===== src/rtl/gpio_irq_pkg.sv =====
package gpio_irq_pkg;
  localparam int unsigned ADDR_W = 8;
  localparam logic [ADDR_W-1:0] OFF_EN    = 8'h20;
  localparam logic [ADDR_W-1:0] OFF_RAW   = 8'h24;
  localparam logic [ADDR_W-1:0] OFF_MSKD  = 8'h28;
  localparam logic [ADDR_W-1:0] OFF_MASK  = 8'h2C;
  localparam logic [ADDR_W-1:0] OFF_CLR   = 8'h30;
  localparam logic [ADDR_W-1:0] OFF_MODE  = 8'h34;
  localparam logic [ADDR_W-1:0] OFF_ANY   = 8'h38;
  localparam logic [ADDR_W-1:0] OFF_POL   = 8'h3C;
endpackage


===== src/rtl/gpio_irq_sync.sv =====
module gpio_irq_sync #(
  parameter int unsigned WIDTH  = 32,
  parameter int unsigned STAGES = 2
) (
  input  logic             clk_i,
  input  logic             rst_ni,
  input  logic [WIDTH-1:0] d_i,
  output logic [WIDTH-1:0] q_o
);
  logic [WIDTH-1:0] stage_q [STAGES];

  for (genvar s = 0; s < STAGES; s++) begin : g_stage
    if (s == 0) begin : g_first
      always_ff @(posedge clk_i or negedge rst_ni)
        if (!rst_ni) stage_q[s] <= '0;
        else         stage_q[s] <= d_i;
    end else begin : g_next
      always_ff @(posedge clk_i or negedge rst_ni)
        if (!rst_ni) stage_q[s] <= '0;
        else         stage_q[s] <= stage_q[s-1];
    end
  end

  assign q_o = stage_q[STAGES-1];
endmodule


===== src/rtl/gpio_irq_detect.sv =====
module gpio_irq_detect #(
  parameter int unsigned WIDTH = 32
) (
  input  logic             clk_i,
  input  logic             rst_ni,
  input  logic [WIDTH-1:0] pin_s_i,
  input  logic [WIDTH-1:0] en_i,
  input  logic [WIDTH-1:0] mode_i,
  input  logic [WIDTH-1:0] any_i,
  input  logic [WIDTH-1:0] pol_i,
  input  logic [WIDTH-1:0] clr_i,
  output logic [WIDTH-1:0] raw_o
);
  logic [WIDTH-1:0] prev_q, raw_q;
  logic [WIDTH-1:0] rise, fall, evt, act;

  always_ff @(posedge clk_i or negedge rst_ni)
    if (!rst_ni) prev_q <= '0;
    else         prev_q <= pin_s_i;

  always_comb begin
    rise = pin_s_i & ~prev_q;
    fall = ~pin_s_i & prev_q;
    evt  = en_i & ((any_i & (rise | fall)) |
                   (~any_i & pol_i & fall) |
                   (~any_i & ~pol_i & rise));
    act  = en_i & (pin_s_i ^ pol_i);
  end

  // level pins track, edge pins latch; a new event beats its own clear
  always_ff @(posedge clk_i or negedge rst_ni)
    if (!rst_ni) raw_q <= '0;
    else         raw_q <= (mode_i & act) | (~mode_i & ((raw_q & ~clr_i) | evt));

  assign raw_o = raw_q;

  a_r6_clear_drops: assert property (@(posedge clk_i) disable iff (!rst_ni)
    ((clr_i & ~mode_i & ~evt) != '0) |=> ((raw_q & $past(clr_i & ~mode_i & ~evt)) == '0));

  a_r2_edge_needs_enable: assert property (@(posedge clk_i) disable iff (!rst_ni)
    ((~mode_i & ~en_i & ~raw_q) != '0) |=> ((raw_q & $past(~mode_i & ~en_i & ~raw_q)) == '0));

  a_r5_level_off_when_disabled: assert property (@(posedge clk_i) disable iff (!rst_ni)
    ((mode_i & ~en_i) != '0) |=> ((raw_q & $past(mode_i & ~en_i)) == '0));
endmodule


===== src/rtl/gpio_irq_regs.sv =====
module gpio_irq_regs
  import gpio_irq_pkg::*;
#(
  parameter int unsigned WIDTH = 32
) (
  input  logic              clk_i,
  input  logic              rst_ni,
  input  logic              wr_en_i,
  input  logic [ADDR_W-1:0] addr_i,
  input  logic [WIDTH-1:0]  wdata_i,
  input  logic [WIDTH-1:0]  raw_i,
  output logic [WIDTH-1:0]  en_o,
  output logic [WIDTH-1:0]  mode_o,
  output logic [WIDTH-1:0]  any_o,
  output logic [WIDTH-1:0]  pol_o,
  output logic [WIDTH-1:0]  clr_o,
  output logic [WIDTH-1:0]  rdata_o,
  output logic              irq_o
);
  logic [WIDTH-1:0] en_q, mask_q, mode_q, any_q, pol_q, masked;

  always_ff @(posedge clk_i or negedge rst_ni)
    if (!rst_ni) begin
      en_q   <= '0;
      mask_q <= '0;
      mode_q <= '0;
      any_q  <= '0;
      pol_q  <= '0;
    end else if (wr_en_i) begin
      unique case (addr_i)
        OFF_EN:   en_q   <= wdata_i;
        OFF_MASK: mask_q <= wdata_i;
        OFF_MODE: mode_q <= wdata_i;
        OFF_ANY:  any_q  <= wdata_i;
        OFF_POL:  pol_q  <= wdata_i;
        default: ;
      endcase
    end

  assign clr_o  = (wr_en_i && addr_i == OFF_CLR) ? wdata_i : '0;
  assign masked = raw_i & ~mask_q;
  assign irq_o  = |masked;

  always_comb begin
    unique case (addr_i)
      OFF_EN:   rdata_o = en_q;
      OFF_RAW:  rdata_o = raw_i;
      OFF_MSKD: rdata_o = masked;
      OFF_MASK: rdata_o = mask_q;
      OFF_MODE: rdata_o = mode_q;
      OFF_ANY:  rdata_o = any_q;
      OFF_POL:  rdata_o = pol_q;
      default:  rdata_o = '0;
    endcase
  end

  assign en_o   = en_q;
  assign mode_o = mode_q;
  assign any_o  = any_q;
  assign pol_o  = pol_q;

  a_r7_mask_all_quiet: assert property (@(posedge clk_i) disable iff (!rst_ni)
    (wr_en_i && addr_i == OFF_MASK && (&wdata_i)) |=> !irq_o);

  a_r9_status_read_only: assert property (@(posedge clk_i) disable iff (!rst_ni)
    (wr_en_i && (addr_i == OFF_RAW || addr_i == OFF_MSKD)) |=>
      ($stable(en_q) && $stable(mask_q) && $stable(mode_q) && $stable(any_q) && $stable(pol_q)));

  a_r9_clear_reads_zero: assert property (@(posedge clk_i) disable iff (!rst_ni)
    (addr_i == OFF_CLR) |-> (rdata_o == '0));
endmodule


===== src/rtl/gpio_irq_unit.sv =====
module gpio_irq_unit
  import gpio_irq_pkg::*;
#(
  parameter int unsigned WIDTH       = 32,
  parameter int unsigned SYNC_STAGES = 2
) (
  input  logic              clk_i,
  input  logic              rst_ni,
  input  logic [WIDTH-1:0]  pin_i,
  input  logic              wr_en_i,
  input  logic [ADDR_W-1:0] addr_i,
  input  logic [WIDTH-1:0]  wdata_i,
  output logic [WIDTH-1:0]  rdata_o,
  output logic              irq_o
);
  logic [WIDTH-1:0] pin_s, en, mode, any, pol, clr, raw;

  gpio_irq_sync #(.WIDTH(WIDTH), .STAGES(SYNC_STAGES)) u_sync (
    .clk_i (clk_i),
    .rst_ni(rst_ni),
    .d_i   (pin_i),
    .q_o   (pin_s)
  );

  gpio_irq_detect #(.WIDTH(WIDTH)) u_detect (
    .clk_i  (clk_i),
    .rst_ni (rst_ni),
    .pin_s_i(pin_s),
    .en_i   (en),
    .mode_i (mode),
    .any_i  (any),
    .pol_i  (pol),
    .clr_i  (clr),
    .raw_o  (raw)
  );

  gpio_irq_regs #(.WIDTH(WIDTH)) u_regs (
    .clk_i  (clk_i),
    .rst_ni (rst_ni),
    .wr_en_i(wr_en_i),
    .addr_i (addr_i),
    .wdata_i(wdata_i),
    .raw_i  (raw),
    .en_o   (en),
    .mode_o (mode),
    .any_o  (any),
    .pol_o  (pol),
    .clr_o  (clr),
    .rdata_o(rdata_o),
    .irq_o  (irq_o)
  );
endmodule


===== config.mk =====
export PLATFORM = sky130hd
export DESIGN_NAME = gpio_irq_unit
export DESIGN_NICKNAME = d
export VERILOG_FILES = /design/src/rtl/gpio_irq_pkg.sv /design/src/rtl/gpio_irq_sync.sv /design/src/rtl/gpio_irq_detect.sv /design/src/rtl/gpio_irq_regs.sv /design/src/rtl/gpio_irq_unit.sv
export SDC_FILE = /design/constraint.sdc
export NUM_CORES = 1
export LEC_CHECK = 0
export ABC_AREA = 1
export BUFFER_PORTS_ARGS = -buffer_cell sky130_fd_sc_hd__buf_2
export CORE_UTILIZATION = 55
export DETAILED_ROUTE_END_ITERATION = 8
export PLACE_DENSITY = 0.74
export RECOVER_POWER = 25
export SLEW_MARGIN = 25
export SYNTH_ARGS = -nofsm -noshare
export SYNTH_HDL_FRONTEND = slang
export SYNTH_SLANG_ARGS = --single-unit

===== constraint.sdc =====
create_clock -name clk_i -period 2.6 [get_ports clk_i]
set_input_delay 0.52 -clock clk_i [delete_from_list [all_inputs] [get_ports clk_i]]
set_output_delay 0.52 -clock clk_i [all_outputs]
set_load 0.02 [all_outputs]

### Word level (Yosys, flattened, before mapping)

Index checks and enable logic that the tools add are counted.
Widths: inputs -> output; s select.

* $add $sub $neg: 0
* multiply operators: 0
* divide/modulo/power cells: 0
* order comparisons: 0
* equal/unequal tests: 8
* shift operators: 0
* muxes and demuxes: 2
* bitwise operators: 26
* reduce and logical (&&, ||, !) cells: 7

Operators by type and width (number)
* $and 32x32->32: 13
* $not 32->32: 7
* $pmux 32 s7: 1
* $or 32x32->32: 5
* $eq 8x6->1 const B: 8
* $mux 32: 1
* $reduce_or 32->1: 1
* $xor 32x32->32: 1
* $reduce_and 2->1: 5
* $logic_and 1x1->1: 1

* register bits: 288
* bits in latches: 0
* bits in writable memories: 0
* memory bits (read-only): 0
* input bits: 75
* output and inout port bits: 33
* memories: 0

### Logic depth before layout (Yosys ltp)

* word-level depth: 10
* gate-level depth with buffers: 9

### By module

Synthesis repeated with hierarchy kept, for this count alone.

* cell total of the unflattened synthesis: 2101
* area, all modules: 15590.0 µm²

By module, submodules not included
* gpio_irq_regs: instances 1, cells each 1301, area each 8943.6 µm², sequential area each 4003.8 µm²
* gpio_irq_detect: instances 1, cells each 704, area each 4804.6 µm², sequential area each 1601.5 µm²
* gpio_irq_sync: instances 1, cells each 96, area each 1841.8 µm², sequential area each 1601.5 µm²

### Worst setup path after synthesis

Ideal clock, no wire load.

* kind: in2out
* from: input addr_i[7]
* to: output rdata_o[10]
* arrival: 1.494 ns
* required time: 2.080 ns
* path slack: 0.586 ns
* cell stages on the path: 8
* buffers on the path: 1
* cell sequence: nor2_2 -> nand3_2 -> nor2_4 -> inv_2 -> buf_2 -> nor2_1 -> nor2_1 -> nand2_1

* cells in the longest elaborated chain, start to end: 2
* elaborated cells between the ends (all ways): 8
* those cells by class: eq/ne: 7; mux: 1

RTL lines
* start: declaration: RTL line gpio_irq_unit.sv:11 `input logic [ADDR_W-1:0] addr_i,`
* $eq 8x6->1: RTL line gpio_irq_regs.sv:45 `unique case (addr_i)`
* $pmux 32 s7 (*): RTL line gpio_irq_regs.sv:45
* end: declaration: RTL line gpio_irq_unit.sv:13 `output logic [WIDTH-1:0] rdata_o,`

Every way passes the cells marked *; elsewhere a longest branch is shown, timed or not.

### Final worst setup path

* from: input addr_i[1]
* to: output rdata_o[18]

The elaborated chain is that of the path after synthesis.

==> reports/metrics.yaml <==
synthesis:
  synth_top_cell_by_area: "dfrtp_1"
  synth_area_leaders: "dfrtp_1 49%, nand2_1 19%, inv_1 6.9%"
  ys.flop_type: "dfrtp_1"
  synthesis.area_sq_mm: 0.0148
  synth_cell_type_count: 22
  synth_most_common_cell: "nand2_1"
  yosys_warnings: 0
  syn_avg_cell_area_sq_um: 7.41
  async_flop_share: 1.00
  syn-num-nets: 2133
  synth_top_area_frac: 0.488
  seq_area_frac_synth: 0.488
  syn_inst: 1994
  synth_edf_count: 0
  ys_seq_elements: 288
  synth_common_cells: "751 x nand2_1, 288 x dfrtp_1, 271 x inv_1, 176 x nor2_1, 157 x nand3_1"
pwr:
  power_density_mw_per_mm2: 660
  total_power_mw: 11.2
  p_leak_nw: 9.27
  max-vdd-ir-drop_mv: 0.603
die:
  die_w_microns: 166
  placementRows: 59
  io_pins: 108
  die_area_sq_mm: 0.0275
  start_util: 0.564
  fp.dieH_microns: 166
  core-area_sq_mm: 0.0262
outcome:
  status: "finished with violations"
  violations: "design-rule violations, max-capacitance violations, max-slew violations"
clocking:
  cts_max_path_buffers: 3
  tritoncts: "yes"
  cts-buffers-inserted: 34
  cts_setup_buffers: 0
  clk_pin_slew_worst_paths_ps: 50
  cts_max_level: 2
  clk_latency_ps: 520
  root_buffer: "clkbuf_16"
  postCtsResizedCells: 0
  clkSinkCount: 288
global_routing:
  antenna_found_initial: 0
  grt_pass1_wl_mm: 62.0
  grt_max_degree: 72
  grt_pass1_vias: 12400
  grt_overflow: 0
  gr-usage-all-layers: 0.279
sta:
  fin_ws_ps: 193
  finalHoldViolations: 0
  finClkSkew_ps: 15.2
  finalSetupViolations: 0
  worst_pin_slew_ps: 1740
  period_share: 0.926
  slew_headroom: -0.160
  final-max-slew-violation-count: 69
  fmax_ghz: 0.415
  rsz0062_at_grt: "false"
  fin_crit_ps: 2410
  timing.hold.ws_ps: 107
  setup-tns-final_ps: 0
finish:
  nNetsFinal: 2250
  final_cells: 2468
  synthToLayoutAreaGrowth_pct: 14.9
  fill_cells: 2266
  drive_gt1_frac: 0.0994
  design_area_sq_mm: 0.0170
  utilization: 0.648
  num_antenna_cells: 0
place:
  dp_cells: 2409
  gp_congestion: 0.845
  io_buffers: 107
  placed_area_sq_mm: 0.0159
  post-place-ws_ps: 199
  hpwl_mm: 24.2
worst_setup_path:
  slowest_delay_ps: 240
  arrival_ps: 1890
  ff2ff_setup_slack_ps: 1250
  critPathSlowestCell: "buf_4"
  critPathMaxFanout: 11
  crit_top_cell: "nand2_1"
  crit_chain: "buf_2 > nor2_2 > nand3_1 > nor2_4 > buf_4 > nand2_1 > nand2_1 > nor2_1 > nand2_1 > buf_2"
  critPathKind: "input pin to primary output"
  start_kind: "input pin"
  crit_required_ps: 2080
  end_kind: "primary output"
route:
  vias_per_cell: 5.16
  wl_per_cell_microns: 14.8
  dr.pass1.iters: 9
  drt-initial-drc-count: 1058
  num_vias: 12700
  antenna_left: 0
  drc: 7
  wirelength_mm: 36.6
hold_path:
  hold_path_class: "input pin to register"
flow_run:
  drv_cap: 1
## cell usage in the layout, fill, tap and decap left out, drive strengths merged, types with 4 or more instances in the layout
cell type | Yosys | layout
a21oi | 32 | 32
buf | 39 | 146
clkbuf | 28 | 53
clkinv | 0 | 5
dfrtp | 288 | 288
ha | 64 | 64
inv | 272 | 272
nand2 | 754 | 754
nand3 | 161 | 161
nand3b | 4 | 4
nor2 | 185 | 185
nor3 | 5 | 5
o21ai | 161 | 161
## final cells by class
class / count / area, sq um / share of cell area
clock buffers: 52 / 1020 / 0.0602
clock inverters: 6 / 55.1 / 0.00324
inverters: 272 / 1020 / 0.0601
multi-input cells: 1367 / 6250 / 0.368
flip-flops and latches: 288 / 7210 / 0.424
well taps: 335 / 419 / 0.0247
repair buffers: 148 / 1010 / 0.0593
## per-layer routing
layer  global-route usage  share of wire  vias to the layer above
met2                0.465           0.47                      423
met3               0.0381          0.067                       77
met4               0.0959          0.029                        0
li1                     -              -                     6342
met1                0.378           0.43                     5901
met5                    0              0                        -
## what timing repair did
item,in CTS,in global routing
setup endpoints to repair,0,0
endpoints found under the hold margin,20,0
hold buffers,1,0
## critical path: cells and delay by family
family / cells / cell delay, ps
and+or+nand+nor: 7 / 820
buffers and inverters: 3 / 530
## worst paths after layout
| kind | from | to | depth (start not counted) |
|---|---|---|---|
| setup / recovery | addr_i[1] | rdata_o[18] | 10 |
| hold / removal | pin_i[3] | u_sync.stage_q[35]$_DFF_PN0_ | 1 |
| setup reg to reg | u_sync.q_o[2]$_DFF_PN0_ | u_detect.raw_o[2]$_DFF_PN0_ | 7 |
| hold reg to reg | u_sync.stage_q[45]$_DFF_PN0_ | u_sync.q_o[13]$_DFF_PN0_ | 0 |
| max in group asynchronous | rst_ni | u_detect.prev_q[28]$_DFF_PN0_ | 3 |
| min in group asynchronous | rst_ni | u_sync.stage_q[41]$_DFF_PN0_ | 2 |
## power by group
| group | internal, mW | switching [mW] |
|---|---|---|
| combinational | 0.499 | 0.848 |
| clock | 2.80 | 1.79 |
| sequential | 4.91 | 0.362 |
## logic make-up (layout without fill, tap and decap cells)
logic type,count (synthesis),after routing,synth area share
flip-flops,288,288,0.488
AND/OR/NAND/NOR,1110,1110,0.303
adder cells (fa/ha/maj),64,64,0.0542
AO/OA/AOI/OAI,193,193,0.0654
buffers and inverters,339,478,0.0895
(Power assumes the default switching activity.)
